File: config.mk
export PLATFORM = sky130hd
export DESIGN_NAME = tune_pwm_dac
export DESIGN_NICKNAME = d
export VERILOG_FILES = /design/src/rtl/tdac_pkg.sv /design/src/rtl/tdac_timebase.sv /design/src/rtl/tdac_loader.sv /design/src/rtl/tdac_shaper.sv /design/src/rtl/tune_pwm_dac.sv
export SDC_FILE = /design/constraint.sdc
export NUM_CORES = 1
export LEC_CHECK = 0
export BUFFER_PORTS_ARGS = -buffer_cell sky130_fd_sc_hd__buf_2
export CORE_MARGIN = 2
export CORE_UTILIZATION = 60
export CTS_BUF_LIST = sky130_fd_sc_hd__clkbuf_8
export DETAILED_ROUTE_END_ITERATION = 10
export GPL_TIMING_DRIVEN = 1
export PLACE_DENSITY_LB_ADDON = 0.2
export SYNTH_ARGS = -nofsm -noshare
export SYNTH_HDL_FRONTEND = slang
export SYNTH_SLANG_ARGS = --single-unit
export TNS_END_PERCENT = 5
File: constraint.sdc
create_clock -name clk_i -period 3.5 [get_ports clk_i]
set_input_delay 0.175 -clock clk_i [delete_from_list [all_inputs] [get_ports clk_i]]
set_output_delay 0.175 -clock clk_i [all_outputs]
set_load 0.03 [all_outputs]
File: src/rtl/tdac_pkg.sv
package tdac_pkg;
  localparam int unsigned TDAC_DIV   = 3;
  localparam int unsigned TDAC_CNT_W = 14;
  localparam int unsigned TDAC_SUB_W = 7;
endpackage

File: src/rtl/tdac_timebase.sv
module tdac_timebase #(
  parameter int unsigned DIV   = 3,
  parameter int unsigned CNT_W = 14,
  parameter int unsigned SUB_W = 7
) (
  input  logic             clk_i,
  input  logic             rst_ni,
  output logic             tick_o,
  output logic [CNT_W-1:0] cnt_o,
  output logic             sub_start_o
);
  localparam int unsigned POS_W = CNT_W - SUB_W;
  localparam int unsigned DIV_W = (DIV > 1) ? $clog2(DIV) : 1;

  logic [DIV_W-1:0] div_q;
  logic [CNT_W-1:0] cnt_q;

  assign tick_o = (div_q == DIV_W'(DIV - 1));

  always_ff @(posedge clk_i or negedge rst_ni) begin
    if (!rst_ni) begin
      div_q <= '0;
      cnt_q <= '0;
    end else if (tick_o) begin
      div_q <= '0;
      cnt_q <= cnt_q + 1'b1;
    end else begin
      div_q <= div_q + 1'b1;
    end
  end

  assign cnt_o = cnt_q;
  // next edge rolls position to 0
  assign sub_start_o = tick_o && (&cnt_q[POS_W-1:0]);

  p_cnt_step_r1: assert property (@(posedge clk_i) disable iff (!rst_ni)
    tick_o |=> cnt_q == $past(cnt_q) + CNT_W'(1));
  p_cnt_hold_r1: assert property (@(posedge clk_i) disable iff (!rst_ni)
    !tick_o |=> $stable(cnt_q));
endmodule

File: src/rtl/tdac_loader.sv
module tdac_loader #(
  parameter int unsigned POS_W = 7,
  parameter int unsigned SUB_W = 7
) (
  input  logic             clk_i,
  input  logic             rst_ni,
  input  logic             coarse_wr_i,
  input  logic [POS_W-1:0] coarse_i,
  input  logic             fine_wr_i,
  input  logic [SUB_W-1:0] fine_i,
  input  logic             sub_start_i,
  output logic [POS_W-1:0] coarse_o,
  output logic [SUB_W-1:0] fine_o,
  output logic             pending_o
);
  logic [POS_W-1:0] hold_c_q, work_c_q;
  logic [SUB_W-1:0] hold_f_q, work_f_q;
  logic             pend_q;
  logic             xfer;

  assign xfer = sub_start_i && pend_q;

  always_ff @(posedge clk_i or negedge rst_ni) begin
    if (!rst_ni) begin
      hold_c_q <= '0;
      hold_f_q <= '0;
      work_c_q <= '0;
      work_f_q <= '0;
      pend_q   <= 1'b0;
    end else begin
      if (coarse_wr_i) hold_c_q <= coarse_i;
      if (fine_wr_i)   hold_f_q <= fine_i;
      if (xfer) begin
        work_c_q <= hold_c_q;
        work_f_q <= hold_f_q;
      end
      // a write on the boundary re-arms for the next one
      if (fine_wr_i)        pend_q <= 1'b1;
      else if (sub_start_i) pend_q <= 1'b0;
    end
  end

  assign coarse_o  = work_c_q;
  assign fine_o    = work_f_q;
  assign pending_o = pend_q;

  p_work_only_at_start_r6: assert property (@(posedge clk_i) disable iff (!rst_ni)
    !(sub_start_i && pending_o) |=> $stable(coarse_o) && $stable(fine_o));
  p_load_value_r6: assert property (@(posedge clk_i) disable iff (!rst_ni)
    sub_start_i && pending_o |=> coarse_o == $past(hold_c_q) && fine_o == $past(hold_f_q));
  p_clear_r6: assert property (@(posedge clk_i) disable iff (!rst_ni)
    sub_start_i && pending_o && !fine_wr_i |=> !pending_o);
  p_defer_r7: assert property (@(posedge clk_i) disable iff (!rst_ni)
    fine_wr_i |=> pending_o);
endmodule

File: src/rtl/tdac_shaper.sv
module tdac_shaper #(
  parameter int unsigned CNT_W = 14,
  parameter int unsigned SUB_W = 7
) (
  input  logic                     clk_i,
  input  logic                     rst_ni,
  input  logic [CNT_W-1:0]         cnt_i,
  input  logic [CNT_W-SUB_W-1:0]   coarse_i,
  input  logic [SUB_W-1:0]         fine_i,
  input  logic                     pol_i,
  output logic                     dac_o
);
  localparam int unsigned POS_W = CNT_W - SUB_W;

  logic [POS_W-1:0] pos;
  logic [SUB_W-1:0] sub;
  logic [SUB_W-1:0] grp_hit;
  logic             extra, base, raw;

  assign pos = cnt_i[POS_W-1:0];
  assign sub = cnt_i[CNT_W-1:POS_W];

  // group k: sub-periods whose trailing-zero count is SUB_W-1-k
  for (genvar k = 0; k < SUB_W; k++) begin : g_grp
    localparam logic [SUB_W-1:0] MSK = SUB_W'((1 << (SUB_W - k)) - 1);
    localparam logic [SUB_W-1:0] ONE = SUB_W'(1 << (SUB_W - 1 - k));
    assign grp_hit[k] = ((sub & MSK) == ONE);
  end

  assign extra = (pos == '0) && |(grp_hit & ~fine_i);
  assign base  = (pos > coarse_i);
  assign raw   = base | extra;
  assign dac_o = pol_i ? raw : ~raw;

  p_cycle_start_low_r3: assert property (@(posedge clk_i) disable iff (!rst_ni)
    (cnt_i == '0) |-> !raw);
  p_coarse_low_r2: assert property (@(posedge clk_i) disable iff (!rst_ni)
    (pos != '0) && (pos <= coarse_i) |-> !raw);
endmodule

File: src/rtl/tune_pwm_dac.sv
module tune_pwm_dac
  import tdac_pkg::*;
#(
  parameter int unsigned DIV   = TDAC_DIV,
  parameter int unsigned CNT_W = TDAC_CNT_W,
  parameter int unsigned SUB_W = TDAC_SUB_W
) (
  input  logic                   clk_i,
  input  logic                   rst_ni,
  input  logic                   coarse_wr_i,
  input  logic [CNT_W-SUB_W-1:0] coarse_i,
  input  logic                   fine_wr_i,
  input  logic [SUB_W-1:0]       fine_i,
  input  logic                   pol_i,
  output logic                   dac_o,
  output logic                   pending_o
);
  localparam int unsigned POS_W = CNT_W - SUB_W;

  logic             tick;
  logic             sub_start;
  logic [CNT_W-1:0] cnt;
  logic [POS_W-1:0] work_c;
  logic [SUB_W-1:0] work_f;

  tdac_timebase #(.DIV(DIV), .CNT_W(CNT_W), .SUB_W(SUB_W)) u_timebase (
    .clk_i       (clk_i),
    .rst_ni      (rst_ni),
    .tick_o      (tick),
    .cnt_o       (cnt),
    .sub_start_o (sub_start)
  );

  tdac_loader #(.POS_W(POS_W), .SUB_W(SUB_W)) u_loader (
    .clk_i       (clk_i),
    .rst_ni      (rst_ni),
    .coarse_wr_i (coarse_wr_i),
    .coarse_i    (coarse_i),
    .fine_wr_i   (fine_wr_i),
    .fine_i      (fine_i),
    .sub_start_i (sub_start),
    .coarse_o    (work_c),
    .fine_o      (work_f),
    .pending_o   (pending_o)
  );

  tdac_shaper #(.CNT_W(CNT_W), .SUB_W(SUB_W)) u_shaper (
    .clk_i    (clk_i),
    .rst_ni   (rst_ni),
    .cnt_i    (cnt),
    .coarse_i (work_c),
    .fine_i   (work_f),
    .pol_i    (pol_i),
    .dac_o    (dac_o)
  );

  p_start_only_on_tick_r1: assert property (@(posedge clk_i) disable iff (!rst_ni)
    sub_start |-> tick);
endmodule

==> impl_metrics.env <==
export IMPL_setup_viol=0
export IMPL_synth_fp_nets=189
export IMPL_diodes=0
export IMPL_p_comb_frac=0.043
export IMPL_grt_overflow=0
export IMPL_post_cts_buffers=0
export IMPL_synthDistinctLibCells=36
export IMPL_initial_core_util=0.6302
export IMPL_end_kind="primary output"
export IMPL_p_seq_frac=0.555
export IMPL_wirelength_um=3242
export IMPL_r2r_end="u_loader.fine_o[4]$_DFFE_PN0P_"
export IMPL_dieArea_um2=4024
export IMPL_hold_buffers=0
export IMPL_syn_area_um2=2120
export IMPL_fin_skew_ns=0.006469
export IMPL_port_buffers=20
export IMPL_startpoint_type="register"
export IMPL_fillers=270
export IMPL_critPathArrivalTime_ns=2.20
export IMPL_r2r_start="u_timebase.div_q[0]$_DFF_PN0_"
export IMPL_crit_end="dac_o"
export IMPL_cts_tree="built"
export IMPL_yosys_area_top_type="dfrtp_1"
export IMPL_grtUsageTotal=0.1865
export IMPL_dp_hpwl_um=2352
export IMPL_yosys_warnings=0
export IMPL_vias_per_cell=5.465
export IMPL_first_global_vias=1291
export IMPL_tightest_slew_ns=0.9461
export IMPL_synth_edf_count=0
export IMPL_status="finished, final reports clean"
export IMPL_required_ns=3.32
export IMPL_syn2layout_area_growth_pct=10.92
export IMPL_hold_viol_final=0
export IMPL_yosysTopAreaCellShare=0.5313
export IMPL_std_cell_rows=21
export IMPL_power_switching_uw=193.9
export IMPL_min_path_type="in2async"
export IMPL_seq_area_frac_synth=0.5313
export IMPL_layout_nets=211
export IMPL_period_share=0.6790
export IMPL_r2r_setup_slack_ns=1.88
export IMPL_async_flop_share=1.000
export IMPL_path_max_fanout=6
export IMPL_syn_inst=161
export IMPL_p_int_uw=787.9
export IMPL_cts_inserted_buffers=5
export IMPL_wl_per_cell_um=14.10
export IMPL_vias=1257
export IMPL_powerDensity_nw_per_um2=417.6
export IMPL_rsz0062_at_grt="no"
export IMPL_final_layout_size_suffix_gt1_frac=0.3370
export IMPL_firstDrtPassIters=4
export IMPL_cap_violations=0
export IMPL_core_um2=3363
export IMPL_path_clk_slew_ns=0.08
export IMPL_antenna_left=0
export IMPL_fin_crit_ns=2.377
export IMPL_cts_path_max_buffers=2
export IMPL_die_height_um=63.44
export IMPL_clk_latency_ns=0.29
export IMPL_postPlaceCellArea_um2=2235
export IMPL_tns_ns=0
export IMPL_gp_congestion=0.7767
export IMPL_startpoint="u_timebase.cnt_o[4]$_DFFE_PN0N_"
export IMPL_drc_errors=0
export IMPL_drv_slew=0
export IMPL_clkPwrFrac=0.403
export IMPL_antenna_found_initial=0
export IMPL_grt_max_degree=46
export IMPL_p_leak_nw=1.134
export IMPL_reg2regPathDepth=5
export IMPL_syn_avg_cell_area_um2=13.16
export IMPL_design_area_um2=2351
export IMPL_root_buffer="clkbuf_8"
export IMPL_ir_drop_uv=353.5
export IMPL_drtIter0Drc=36
export IMPL_total_power_uw=981.7
export IMPL_io_pins=21
export IMPL_synth_area_leaders="dfrtp_1 53%, mux2_2 9.6%, mux2_4 7.1%"
export IMPL_crit_type="reg2out"
export IMPL_switching_share=0.1975
export IMPL_synth_ff_type="dfrtp_1"
export IMPL_clock_sinks=45
export IMPL_htreeDepth=2
export IMPL_slew_headroom=0.3693
export IMPL_post_cts_resized=0
export IMPL_die_width_um=63.44
export IMPL_grt_pass1_wl_um=5692
export IMPL_synth_seq_cells=45
export IMPL_max_freq_mhz=420.8
## cell usage after synthesis, types with 2 or more instances
master / count
nand4_1: 3
o21ai_0: 3
and3_1: 2
o21bai_1: 2
a21oi_1: 2
clkbuf_1: 3
inv_1: 10
nand2_1: 11
xnor2_1: 11
nor2_1: 4
nand3_1: 4
dfrtp_1: 45
mux2_4: 10
mux2_2: 18
nor3b_1: 2
ha_1: 9
xor2_1: 3
## per-layer routing
| metal | routed length, um | part of all wire | GRT usage | up-vias |
|---|---|---|---|---|
| li1 | - | - | - | 597 |
| met1 | 1482 | 0.46 | 0.2388 | 617 |
| met2 | 1565 | 0.48 | 0.2974 | 36 |
| met3 | 137 | 0.042 | 0.05714 | 7 |
| met4 | 58 | 0.018 | 0.07337 | 0 |
| met5 | 0 | 0 | 0 | - |
## cells in the final DEF, fill, tap and decap left out, types with 2 or more instances in the layout
cell	n
xnor2_1	11
a21oi_1	2
nor2_1	4
nor3b_1	2
ha_1	9
clkbuf_8	6
and3_1	2
dfrtp_1	45
xor2_1	3
buf_2	20
inv_1	11
mux2_2	18
o21ai_0	3
mux2_4	10
o21bai_1	2
nand2_1	11
nand3_1	4
nand4_1	3
## metrics by stage
step / setup slack, ns / std cells / util / hold slack (ns)
after global routing: 0.9902 / 230 / 0.6990 / 0.1026
after floorplan: 1.432 / 161 / - / -0.1206
after detailed placement: 1.428 / 222 / 0.6644 / 0.3834
after CTS: 1.102 / 230 / 0.6990 / 0.06665
after global placement: 1.534 / 222 / 0.6644 / 0.3613
final: 1.123 / 230 / 0.6990 / 0.02521
## logic make-up after synthesis
kind of cell	count (synthesis)	synth area share
XOR/XNOR	14	0.05785
buffers and inverters	15	0.03778
AO/OA/AOI/OAI	12	0.03660
multiplexers	28	0.1665
adder cells (fa/ha/maj)	9	0.05313
flip-flops	45	0.5313
AND/OR/NAND/NOR	38	0.1169
## power groups by stage
stage                     registers [mW]  clock network (mW)  logic (mW)
after floorplan                    0.552                   0      0.0218
after global placement             0.554                   0      0.0408
after detailed placement           0.555                   0      0.0432
after CTS                          0.545               0.403      0.0433
after global routing               0.547               0.424      0.0472
final                              0.545               0.395      0.0417
## worst max-delay path, cell delays in order (launching register included)
cell and delay (ns):
dfrtp_1 0.47, ha_1 0.35, a211oi_1 0.26, o21bai_1 0.11, o22a_1 0.17, a31oi_1 0.19
xor2_1 0.15, buf_2 0.21
## layout make-up
cell class | instances | area, um^2 | share of cell area
flip-flops and latches | 45 | 1126 | 0.4790
multi-input cells | 101 | 913.4 | 0.3885
repair buffers | 20 | 100.1 | 0.04258
clock buffers | 6 | 82.58 | 0.03513
well taps | 46 | 57.56 | 0.02448
inverters | 10 | 37.54 | 0.01597
clock inverters | 2 | 33.78 | 0.01437
## sequential cells by signal, summed over array words and instances, names as in the netlist
register and flops:
u_timebase.cnt_o 14, u_loader.coarse_o 7, u_loader.fine_o 7, u_loader.hold_c_q 7, u_loader.hold_f_q 7, u_timebase.div_q 2
u_loader.pending_o 1
## worst min path at each step
stage | from | end | slack, ns | cells past startpoint
3_5_place_dp | rst_ni | u_timebase.cnt_o[1]$_DFFE_PN0N_ | 0.38 | 1
6_report | rst_ni | u_timebase.cnt_o[1]$_DFFE_PN0N_ | 0.03 | 1
4_1_cts | rst_ni | u_timebase.cnt_o[1]$_DFFE_PN0N_ | 0.07 | 1
5_1_grt | coarse_i[4] | u_loader.hold_c_q[4]$_DFFE_PN0P_ | 0.10 | 2
2_1_floorplan | rst_ni | u_loader.coarse_o[0]$_DFFE_PN0P_ | -0.12 | 0
3_3_place_gp | rst_ni | u_timebase.cnt_o[2]$_DFFE_PN0N_ | 0.36 | 1
Note: power is estimated with default switching activity, not from simulation.
